===== config.mk =====
export PLATFORM = sky130hd
export DESIGN_NAME = piso_shift8
export DESIGN_NICKNAME = d
export VERILOG_FILES = /design/src/rtl/piso_pkg.sv /design/src/rtl/piso_gate_edge.sv /design/src/rtl/piso_stage_chain.sv /design/src/rtl/piso_tail_drive.sv /design/src/rtl/piso_shift8.sv
export SDC_FILE = /design/constraint.sdc
export NUM_CORES = 1
export LEC_CHECK = 0
export BUFFER_PORTS_ARGS = -buffer_cell sky130_fd_sc_hd__buf_4
export CORE_AREA = 2 2 39 41
export DETAILED_ROUTE_END_ITERATION = 8
export DIE_AREA = 0 0 41 43
export GPL_TIMING_DRIVEN = 0
export SYNTH_ARGS = -nofsm -noshare
export SYNTH_HDL_FRONTEND = slang
export SYNTH_SLANG_ARGS = --single-unit

===== constraint.sdc =====
create_clock -name clk -period 2.8 [get_ports clk]
set_input_delay 0.14 -clock clk [delete_from_list [all_inputs] [get_ports clk]]
set_output_delay 0.14 -clock clk [all_outputs]
set_load 0.01 [all_outputs]

===== src/rtl/piso_pkg.sv =====
package piso_pkg;

    // What the register does on a given system clock edge.
    typedef enum logic [1:0] {
        PISO_HOLD  = 2'd0,
        PISO_SHIFT = 2'd1,
        PISO_LOAD  = 2'd2
    } piso_mode_e;

    // Load wins over any gated-clock edge.
    function automatic piso_mode_e pick_mode(input logic load_n, input logic gate_rise);
        if (!load_n)
            return PISO_LOAD;
        else if (gate_rise)
            return PISO_SHIFT;
        else
            return PISO_HOLD;
    endfunction

endpackage


===== src/rtl/piso_gate_edge.sv =====
module piso_gate_edge (
    input  logic clk,
    input  logic rst,
    input  logic sclk,
    input  logic sclk_en_n,
    output logic gate_rise
);

    typedef struct packed {
        logic gate;
    } edge_state_t;

    logic        gate_now;
    edge_state_t st_d;
    edge_state_t st_q;

    // Either pin may serve as clock; the other holds the level high to inhibit.
    assign gate_now = sclk | sclk_en_n;

    always_comb begin
        st_d      = st_q;
        st_d.gate = gate_now;
        gate_rise = gate_now & ~st_q.gate & ~rst;
    end

    // History starts at the present level so reset release is never an edge.
    always_ff @(posedge clk) begin
        st_q <= st_d;
    end

endmodule


===== src/rtl/piso_stage_chain.sv =====
module piso_stage_chain
    import piso_pkg::*;
#(
    parameter int WIDTH = 8
) (
    input  logic             clk,
    input  logic             rst,
    input  piso_mode_e       mode,
    input  logic [WIDTH-1:0] par_in,
    input  logic             ser_in,
    output logic [WIDTH-1:0] stage_q
);

    typedef struct packed {
        logic [WIDTH-1:0] stages;
    } chain_state_t;

    chain_state_t st_d;
    chain_state_t st_q;
    logic [WIDTH-1:0] shifted;

    // Stage 0 takes the serial bit, every other stage its lower neighbour.
    assign shifted[0] = ser_in;
    for (genvar g = 1; g < WIDTH; g++) begin : g_link
        assign shifted[g] = st_q.stages[g-1];
    end

    always_comb begin
        st_d = st_q;
        unique case (mode)
            PISO_LOAD:  st_d.stages = par_in;
            PISO_SHIFT: st_d.stages = shifted;
            default:    st_d.stages = st_q.stages;
        endcase
        if (rst)
            st_d.stages = '0;
    end

    always_ff @(posedge clk) begin
        st_q <= st_d;
    end

    assign stage_q = st_q.stages;

endmodule


===== src/rtl/piso_tail_drive.sv =====
module piso_tail_drive (
    input  logic load_n,
    input  logic par_top,
    input  logic last_stage,
    output logic tail,
    output logic tail_n
);

    // During load the top parallel bit passes straight through.
    always_comb begin
        tail   = load_n ? last_stage : par_top;
        tail_n = ~tail;
    end

endmodule


===== src/rtl/piso_shift8.sv =====
module piso_shift8
    import piso_pkg::*;
#(
    parameter int WIDTH = 8
) (
    input  logic             clk,
    input  logic             rst,
    input  logic [WIDTH-1:0] par_in,
    input  logic             ser_in,
    input  logic             load_n,
    input  logic             sclk,
    input  logic             sclk_en_n,
    output logic             tail,
    output logic             tail_n
);

    localparam int TOP = WIDTH - 1;

    logic             gate_rise;
    piso_mode_e       mode;
    logic [WIDTH-1:0] stage_q;

    piso_gate_edge u_edge (
        .clk       (clk),
        .rst       (rst),
        .sclk      (sclk),
        .sclk_en_n (sclk_en_n),
        .gate_rise (gate_rise)
    );

    assign mode = pick_mode(load_n, gate_rise);

    piso_stage_chain #(.WIDTH(WIDTH)) u_chain (
        .clk     (clk),
        .rst     (rst),
        .mode    (mode),
        .par_in  (par_in),
        .ser_in  (ser_in),
        .stage_q (stage_q)
    );

    piso_tail_drive u_tail (
        .load_n     (load_n),
        .par_top    (par_in[TOP]),
        .last_stage (stage_q[TOP]),
        .tail       (tail),
        .tail_n     (tail_n)
    );

endmodule


---- Word-level counts from Yosys, hierarchy flattened ----
Index checks and enable logic that the tools add are counted.
operators by class
  reduce and logical (&&, ||, !) cells .... 1
  equal/unequal tests ..................... 2
  bitwise operators ....................... 6
  mux-type cells .......................... 4
operators by type and width
  kind                                                  number
  one-hot mux 8 bit (2 select lines)                    1
  NOT 1 bit                                             3
  AND 1 bit                                             2
  equality test 2 x 1 -> 1 bit (second input constant)  1
  equality test 2 bit (second input constant)           1
  2-to-1 mux 1 bit                                      2
  2-to-1 mux 2 bit                                      1
  nonzero test 2 bit                                    1
  OR 1 bit                                              1
storage, ports and cells
  logic and storage cells ................. 15
  bits in registers ....................... 9
  input bits .............................. 14

---- Depth between registers and ports, before layout ----
Gate-level depths: netlist of run 1.
  depth in word-level cells ............... 7
  depth in mapped cells ................... 5
  depth with buffers taken out ............ 4

---- Hierarchy ----
Synthesis of run 1 repeated with hierarchy kept, for this count alone.
unflattened totals
  cell total of the unflattened synthesis .. 44
  area, all modules ....................... 457.9 um2
by module, submodules not included
  module            area an instance (um2)  cells an instance  instances
  piso_stage_chain  389.1                   37                 1
  piso_gate_edge    33.8                    3                  1
  piso_tail_drive   25.0                    2                  1
  piso_shift8       10.0                    2                  1

---- Worst setup path before layout of run 1 ----
Ideal clock, no wire load.
  kind .................................... register -> register
  from .................................... register u_edge.st_q
  to ...................................... register u_chain.st_q (netlist bit u_chain.stage_q[1])
  path slack .............................. 1.835 ns
  arrival time ............................ 0.835 ns
  setup time .............................. 0.130 ns
  stages on the path, launching flop included .. 5
  path buffers ............................ 1
  data required time ...................... 2.670 ns
  cell sequence ........................... dfxtp_1 or2_1 buf_6 o21ai_1 a311oi_1
between the ends
  word-level cells in the longest chain between the ends .. 7
  elaborated cells on any way between the ends .. 9
  classes of those cells .................. eq/ne (2); mux (3); bitwise (3); reduce/logical (1)
RTL lines
  item                                                                             RTL line                source
  from (decl)                                                                      piso_gate_edge.sv:15    edge_state_t st_q;
  from (signal assigned)                                                           piso_gate_edge.sv:28    st_q <= st_d;
  NOT 1 bit *                                                                      piso_gate_edge.sv:23    gate_rise = gate_now & ~st_q.gate & ~rst;
  AND 1 bit * (2 in a row)                                                         piso_gate_edge.sv:23
  2-to-1 mux 1 bit *                                                               piso_pkg.sv:14          else if (gate_rise)
  2-to-1 mux 2 bit *                                                               piso_pkg.sv:12          if (!load_n)
  equality test 2 x 1 -> 1 bit / equality test 2 bit (equally long branches)       piso_stage_chain.sv:30  unique case (mode)
  one-hot mux 8 bit (2 select lines) / nonzero test 2 bit (equally long branches)  n/a
  to (signal assigned)                                                             piso_stage_chain.sv:40  st_q <= st_d;
  to (decl)                                                                        piso_stage_chain.sv:19  chain_state_t st_q;
Mark *: on every way between the ends. The rest lies on a longest branch, timed or not.
A chain may end at the register's enable or synchronous reset.

---- Worst setup path in the final report of run 1 ----
  from .................................... register u_chain.st_q (netlist bit u_chain.stage_q[7])
  to ...................................... output port tail
between the ends
  word-level cells in the longest chain between the ends .. 1
RTL lines
  item              RTL line               source
  2-to-1 mux 1 bit  piso_tail_drive.sv:11  tail = load_n ? last_stage : par_top;
  to (decl)         piso_shift8.sv:13      output logic tail,
Every way passes these cells.

==> flow_summary.yaml, run 1 <==
clock_tree:
  tritoncts_num_sinks: 9
  clock_tree.root_cell: "clkbuf_4"
  cts-hold-fix-buffers: 0
  htreeDepth: 1
  clk_pin_slew_worst_paths_ns: 0.07
  clock_insertion_delay_worst_skew_ns: 0.27
  clockBufferDepth: 2
  post_cts.resized_instances: 0
  cts_inserted_buffers: 3
  cts_setup_buffers: 0
  tritoncts: "yes"
logic_synthesis:
  synth.mux.area_fraction_pct: 2.23
  synth-seq-area-share_pct: 40.2
  synthesis.area_per_instance_um2: 8.78
  synth.area.top_cells: "dfxtp_1 (40%), a311oi_1 (16%), nand3_1 (8.9%)"
  synth_compound_area_share_pct: 24.6
  synthSimpleGateAreaFrac_pct: 24.0
  mappedNetlistArea_um2: 448
  synth_largest_type_area_fraction_pct: 40.2
  synth_fa_ha_area_share_pct: 0
  asyncSetResetFlopFracSynth_pct: 0
  synth.most_common_cell: "dfxtp_1"
  ys_seq_elements: 9
  synth_cells: 51
  ys_dominant_reg_cell: "dfxtp_1"
  synthDistinctLibCells: 13
  dominant_combinational_cell_family_by_area_after_synthesis: "compound AO/OA/AOI/OAI gates"
  synth.net_count: 65
  ys.warnings.count: 0
  synth.top_cells.by_count: "dfxtp_1 (9), a311oi_1 (8), nand3_1 (8), nor2_1 (8), o21ai_1 (8)"
  synth_edf_count: 0
  synth-xor-area-share_pct: 0
  library_cell_with_the_largest_summed_area_after_synthesis: "dfxtp_1"
placement:
  placement.io_buffers: 13
  globalplace.congestion: 0.709
  pre_cts_ws_ns: 1.75
  detailedPlacementHpwl_um: 724
route:
  drt_first_pass_iters: 4
  top_layer_used: "met4"
  number_of_nets_with_antenna_violations_after_detailed_routing: 0
  detail_route.vias_per_cell: 5.30
  wl_met3_um: 59
  wl_met1_um: 495
  routed_wirelength_um: 1060
  route.detailed.drc: 0
  drt_iter0_drc: 9
  met2_wirelength_um: 501
  routedWlPerCell_um: 12.7
  overall_via_count_from_detail_route: 445
power_and_ir_drop:
  net_switching_fraction_of_the_power_pct: 27.6
  share_clk_of_total_power_pct: 35.8
  sequentialPowerShare_pct: 46.9
  vdd_ir_drop_max_mv: 0.274
  power.internal_mw: 0.219
  p_leak_nw: 0.237
  total_switching_power_mw: 0.0836
  power-per-cell-area_nw_per_um2: 511
  power.combinational.fraction_pct: 17.4
floorplanning:
  floorplan.initialDensity_pct: 32.4
  placementRows: 14
  core_footprint_um2: 1380
  ios: 16
  die_area_um2: 1760
  chip_width_um: 41
  die_extent_in_y_um: 43
final_layout:
  final_layout_size_suffix_gt1_share_pct: 33.8
  multiInputGateArea_um2: 228
  nFillCells: 153
  final_net_count: 83
  area_delta_synth_final_pct: 32.1
  n_antenna_cell: 0
  layout.area.seq_um2: 180
timing:
  worst_clock_skew_ns: 0.00610
  layout_setup_ws_ns: 1.71
  finalSetupTns_ns: 0
  rsz_0062_raised_after_global_routing: "no"
  achievable-frequency_mhz: 915
  tightestPinTransition_ns: 0.240
  finalMaxSlewViolations: 0
  final.period_utilization_pct: 39.0
  finalWorstPathRequiredPeriod_ns: 1.09
  slew_headroom_pct: 83.9
  setup_violations: 0
  hold_viol: 0
global_route:
  via_count_of_the_first_global_routing_pass: 401
  initial_antenna_violation_count: 0
  global_route.overflow_total: 0
  grtUsageTotal_pct: 14.9
  grt_start_max_net_pins: 11
  grt_pass1_wl_um: 1750
critical_path:
  startpoint_type: "flip-flop"
  setup.worst_path.class: "flip-flop to output pin"
  setup.reg_to_reg.worst_slack_ns: 1.74
  critical_path.endpoint_type: "output pin"
  reg2regPathDepth: 4
  worst_r2r_startpoint: "u_edge.st_q$_DFF_P_"
  setup.worst_path.start: "u_chain.stage_q[7]$_SDFFE_PP0P_"
  crit_required_ns: 2.66
  arrival_time_worst_endpoint_ns: 0.95
  path_max_fanout: 2
  reg2reg_to: "u_chain.stage_q[1]$_SDFFE_PP0P_"
status:
  run_status: "complete, no violations"
flow_run:
  cap_violations: 0
min_path:
  hold_path.startpoint: "rst"
  min-delay-path-class: "primary input to flip-flop"
  hold_path_depth: 2
  whs_endpoint: "u_chain.stage_q[6]$_SDFFE_PP0P_"
[metal layers]
| metal | GRT usage, % | up-vias |
|---|---|---|
| li1 | - | 226 |
| met1 | 18.7 | 203 |
| met2 | 20.6 | 14 |
| met3 | 6.28 | 2 |
| met4 | 8.00 | 0 |
| met5 | 0 | - |
[metrics by stage]
stage               instances  total power, mW  utilization [%]  instance area (um2)  hold slack (ns)
finish                     84            0.303             42.8                  592           0.0866
global route               84            0.316             42.8                  592           0.0886
CTS                        84            0.302             42.8                  592           0.0873
detailed placement         80            0.197             40.9                  566            0.373
global placement           80            0.196             40.9                  566            0.368
floorplan                  51            0.173                -                  448            0.302
[cells by family (layout without fill, tap and decap cells)]
family,after synthesis,count (layout)
AOI/OAI and AO/OA,16,16
buffers and inverters,6,23
DFF,9,9
muxes,1,1
and+or+nand+nor,19,19
[layout by cell type (no fill, tap or decap)]
cell and instances:
buf_6 2, nor2_1 8, dfxtp_1 9, inv_1 1
nand3_1 8, inv_2 1, clkbuf_1 1, nor2_8 1
o21ai_1 8, clkbuf_4 3, buf_2 2, buf_4 13
mux2i_1 1, nor2_4 1, or2_1 1, a311oi_1 8
[flip-flops by register name, summed over array words and instances, names as in the netlist]
| register | flops |
|---|---|
| u_chain.stage_q | 8 |
| u_edge.st_q | 1 |
[how the worst max path moves through the flow]
| stage | endpoint | cells after the start |
|---|---|---|
| finish | tail | 3 |
| global route | u_chain.stage_q[1]$_SDFFE_PP0P_ | 4 |
| CTS | tail | 3 |
| detailed placement | u_chain.stage_q[1]$_SDFFE_PP0P_ | 4 |
| global placement | u_chain.stage_q[1]$_SDFFE_PP0P_ | 4 |
| floorplan | u_chain.stage_q[1]$_SDFFE_PP0P_ | 4 |
[area by class of cell]
| cell class | instances | area share (%) |
|---|---|---|
| flip-flops and latches | 9 | 30.4 |
| repair buffers | 13 | 16.5 |
| multi-input cells | 36 | 38.5 |
| plain buffers | 4 | 5.50 |
| clock buffers | 4 | 4.44 |
| inverters | 2 | 1.27 |
| well taps | 16 | 3.38 |
[power groups by stage]
stage                     Sequential [mW]  Clock [mW]  Combinational (mW)
final                               0.142       0.108              0.0525
after global routing                0.143       0.115              0.0587
after CTS                           0.142       0.107              0.0528
after detailed placement            0.145           0              0.0527
after global placement              0.144           0              0.0520
after floorplan                     0.143           0              0.0297
[worst max-delay path, stage by stage (launching register included)]
cell,delay [ns]
dfxtp_1,0.32
mux2i_1,0.17
inv_1,0.05
buf_4,0.14
Note: power is estimated with default switching activity, not from simulation.
==> run 2, diff against run 1 <==
ABC_AREA = 1   (was not set)
clock period = 1.08 ns   (was 2.8 ns; I/O delays follow)
==> run 2 against run 1 <==
Compared with the run above: die area did not move; synthesized cell count rose by 35%; sequential power rose to 2.5 times the previous value; global-route usage rose by 1.4 points; first-iteration DRC count fell by 67%; critical endpoint is now u_chain.stage_q[1]$_SDFFE_PP0P_; largest cell class unchanged; largest power group unchanged.
==> flow_summary.yaml, run 2 <==
status:
  run_status: "complete, no violations"
logic_synthesis:
  synth.area.top_cells: "dfxtp_1 (37%), nand3_1 (14%), nand2_1 (12%)"
  mappedNetlistArea_um2: 489
  ys_seq_elements: 9
  synth.top_cells.by_count: "nand2_1 (15), nand3_1 (14), inv_1 (11)"
  library_cell_with_the_largest_summed_area_after_synthesis: "dfxtp_1"
  synth.net_count: 83
  asyncSetResetFlopFracSynth_pct: 0
  synth_edf_count: 0
  ys_dominant_reg_cell: "dfxtp_1"
  synth.most_common_cell: "nand2_1"
  synthesis.area_per_instance_um2: 7.09
  ys.warnings.count: 0
  synth_largest_type_area_fraction_pct: 36.8
  synthDistinctLibCells: 12
  synth-seq-area-share_pct: 36.8
  synth_cells: 69
critical_path:
  setup.worst_path.start: "u_edge.st_q$_DFF_P_"
  startpoint_type: "flip-flop"
  worst_r2r_startpoint: "u_edge.st_q$_DFF_P_"
  setup.worst_path.class: "flip-flop to flip-flop"
  reg2regPathDepth: 6
  reg2reg_to: "u_chain.stage_q[1]$_SDFFE_PP0P_"
  setup.reg_to_reg.worst_slack_ns: 0.07
  arrival_time_worst_endpoint_ns: 1.24
  crit_required_ns: 1.30
  path_max_fanout: 7
  critical_path.endpoint_type: "flip-flop"
clock_tree:
  clock_tree.root_cell: "clkbuf_4"
  tritoncts: "yes"
  clock_insertion_delay_worst_skew_ns: 0.28
  clockBufferDepth: 2
  clk_pin_slew_worst_paths_ns: 0.07
  cts_inserted_buffers: 3
  htreeDepth: 1
  tritoncts_num_sinks: 9
floorplanning:
  core_footprint_um2: 1380
  floorplan.initialDensity_pct: 35.4
  placementRows: 14
  ios: 16
  die_extent_in_y_um: 43
  chip_width_um: 41
  die_area_um2: 1760
global_route:
  grt_pass1_wl_um: 1840
  grtUsageTotal_pct: 16.3
  grt_start_max_net_pins: 11
  via_count_of_the_first_global_routing_pass: 457
  global_route.overflow_total: 0
  initial_antenna_violation_count: 0
timing:
  slew_headroom_pct: 85.0
  worst_clock_skew_ns: 0.00435
  hold_viol: 0
  finalWorstPathRequiredPeriod_ns: 1.01
  finalSetupTns_ns: 0
  final.period_utilization_pct: 93.8
  finalMaxSlewViolations: 0
  tightestPinTransition_ns: 0.224
  setup_violations: 0
  final.hold.worst_slack_ns: 0.0691
  achievable-frequency_mhz: 987
  rsz_0062_raised_after_global_routing: "no"
placement:
  placement.io_buffers: 14
  placed_cell_area_um2: 614
  detailedPlacementHpwl_um: 763
  globalplace.congestion: 0.712
route:
  number_of_nets_with_antenna_violations_after_detailed_routing: 0
  routedWlPerCell_um: 10.5
  overall_via_count_from_detail_route: 513
  drt_iter0_drc: 3
  routed_wirelength_um: 1130
  drt_first_pass_iters: 4
  detail_route.vias_per_cell: 4.75
  route.detailed.drc: 0
power_and_ir_drop:
  power-per-cell-area_nw_per_um2: 1160
  total_power_mw: 0.792
  vdd_ir_drop_max_mv: 0.458
  p_leak_nw: 0.389
final_layout:
  area_delta_synth_final_pct: 39.6
  final_cell_mix: "buf_4 (20), nand2_1 (15), nand3_1 (14)"
  final_layout_size_suffix_gt1_share_pct: 32.6
  n_antenna_cell: 0
  layout.core_utilization_pct: 49.4
  final_net_count: 107
  largest_register_ff_count: 8
  stdcell_area_um2: 683
  most_common_cell_after_layout_fill_and_taps_aside: "buf_4"
min_path:
  hold_path.startpoint: "sclk_en_n"
  min-delay-path-class: "primary input to flip-flop"
  whs_endpoint: "u_edge.st_q$_DFF_P_"
  hold_path_depth: 3
flow_run:
  cap_violations: 0
==> run 2: cell types whose count changed in the layout (fill, tap and decap cells not counted), sizes merged, moves of 6 or more <==
cell    previous run  this run
o21ai              8         0
nand2              0        17
nand4              0         8
nand3              8        14
nor2              10         3
a311oi             8         0
inv                2        13
==> run 2: stage by stage <==
stage,std cells,worst slack (ns)
2_1_floorplan,69,0.195
4_1_cts,104,0.0371
3_3_place_gp,99,0.106
3_5_place_dp,99,0.0826
6_report,108,0.0664
5_1_grt,108,0.0000230
==> run 2: timing repair <==
item | in CTS | in global routing
gates resized for setup | 0 | 1
hold endpoints to repair | 1 | 0
hold buffers | 1 | 0
setup endpoints to repair | 0 | 5
setup buffers | 0 | 4
==> run 2: layer usage <==
metal / global-route usage [%] / part of all wire, %
met1: 18.8 / 46
met2: 23.1 / 45
met3: 3.14 / 5.3
met4: 16.0 / 4.2
met5: 0 / 0
==> run 2: cell families (layout without fill, tap and decap cells) <==
group,after synthesis,count (layout),synth area share (%)
AO/OA/AOI/OAI,2,2,2.05
flip-flops,9,9,36.8
AND/OR/NAND/NOR,42,42,44.5
buffers and inverters,16,39,16.6
==> run 2: area by class of cell <==
| type | count | area (um2) |
|---|---|---|
| inverter | 14 | 66.3 |
| timing repair buffer | 19 | 145 |
| multi-input combinational | 44 | 230 |
| sequential | 9 | 180 |
| tap | 16 | 20.0 |
| buffer | 2 | 15.0 |
| clock buffer | 4 | 26.3 |
| fill | 155 | 701 |
==> run 2: how the worst max path moves through the flow <==
stage,to,slack [ns],cells after the start
finish,u_chain.stage_q[1]$_SDFFE_PP0P_,0.07,6
global route,u_chain.stage_q[6]$_SDFFE_PP0P_,0.00002,6
floorplan,u_chain.stage_q[0]$_SDFFE_PP0P_,0.20,6
detailed placement,u_chain.stage_q[1]$_SDFFE_PP0P_,0.08,6
global placement,u_chain.stage_q[1]$_SDFFE_PP0P_,0.11,6
CTS,tail,0.04,5
==> run 2: critical path: stages, from the launching register on <==
cell	delay, ns
dfxtp_1	0.32
nor2_4	0.21
buf_4	0.16
nand4_1	0.08
nand3_1	0.09
nand2_1	0.05
inv_1	0.05
==> run 2: where the power goes <==
| group | switching, mW | internal (mW) | total, mW | leakage, nW |
|---|---|---|---|---|
| clock network | 0.136 | 0.143 | 0.279 | 0.0150 |
| registers | 0.00943 | 0.351 | 0.361 | 0.0743 |
| logic | 0.0719 | 0.0806 | 0.153 | 0.299 |
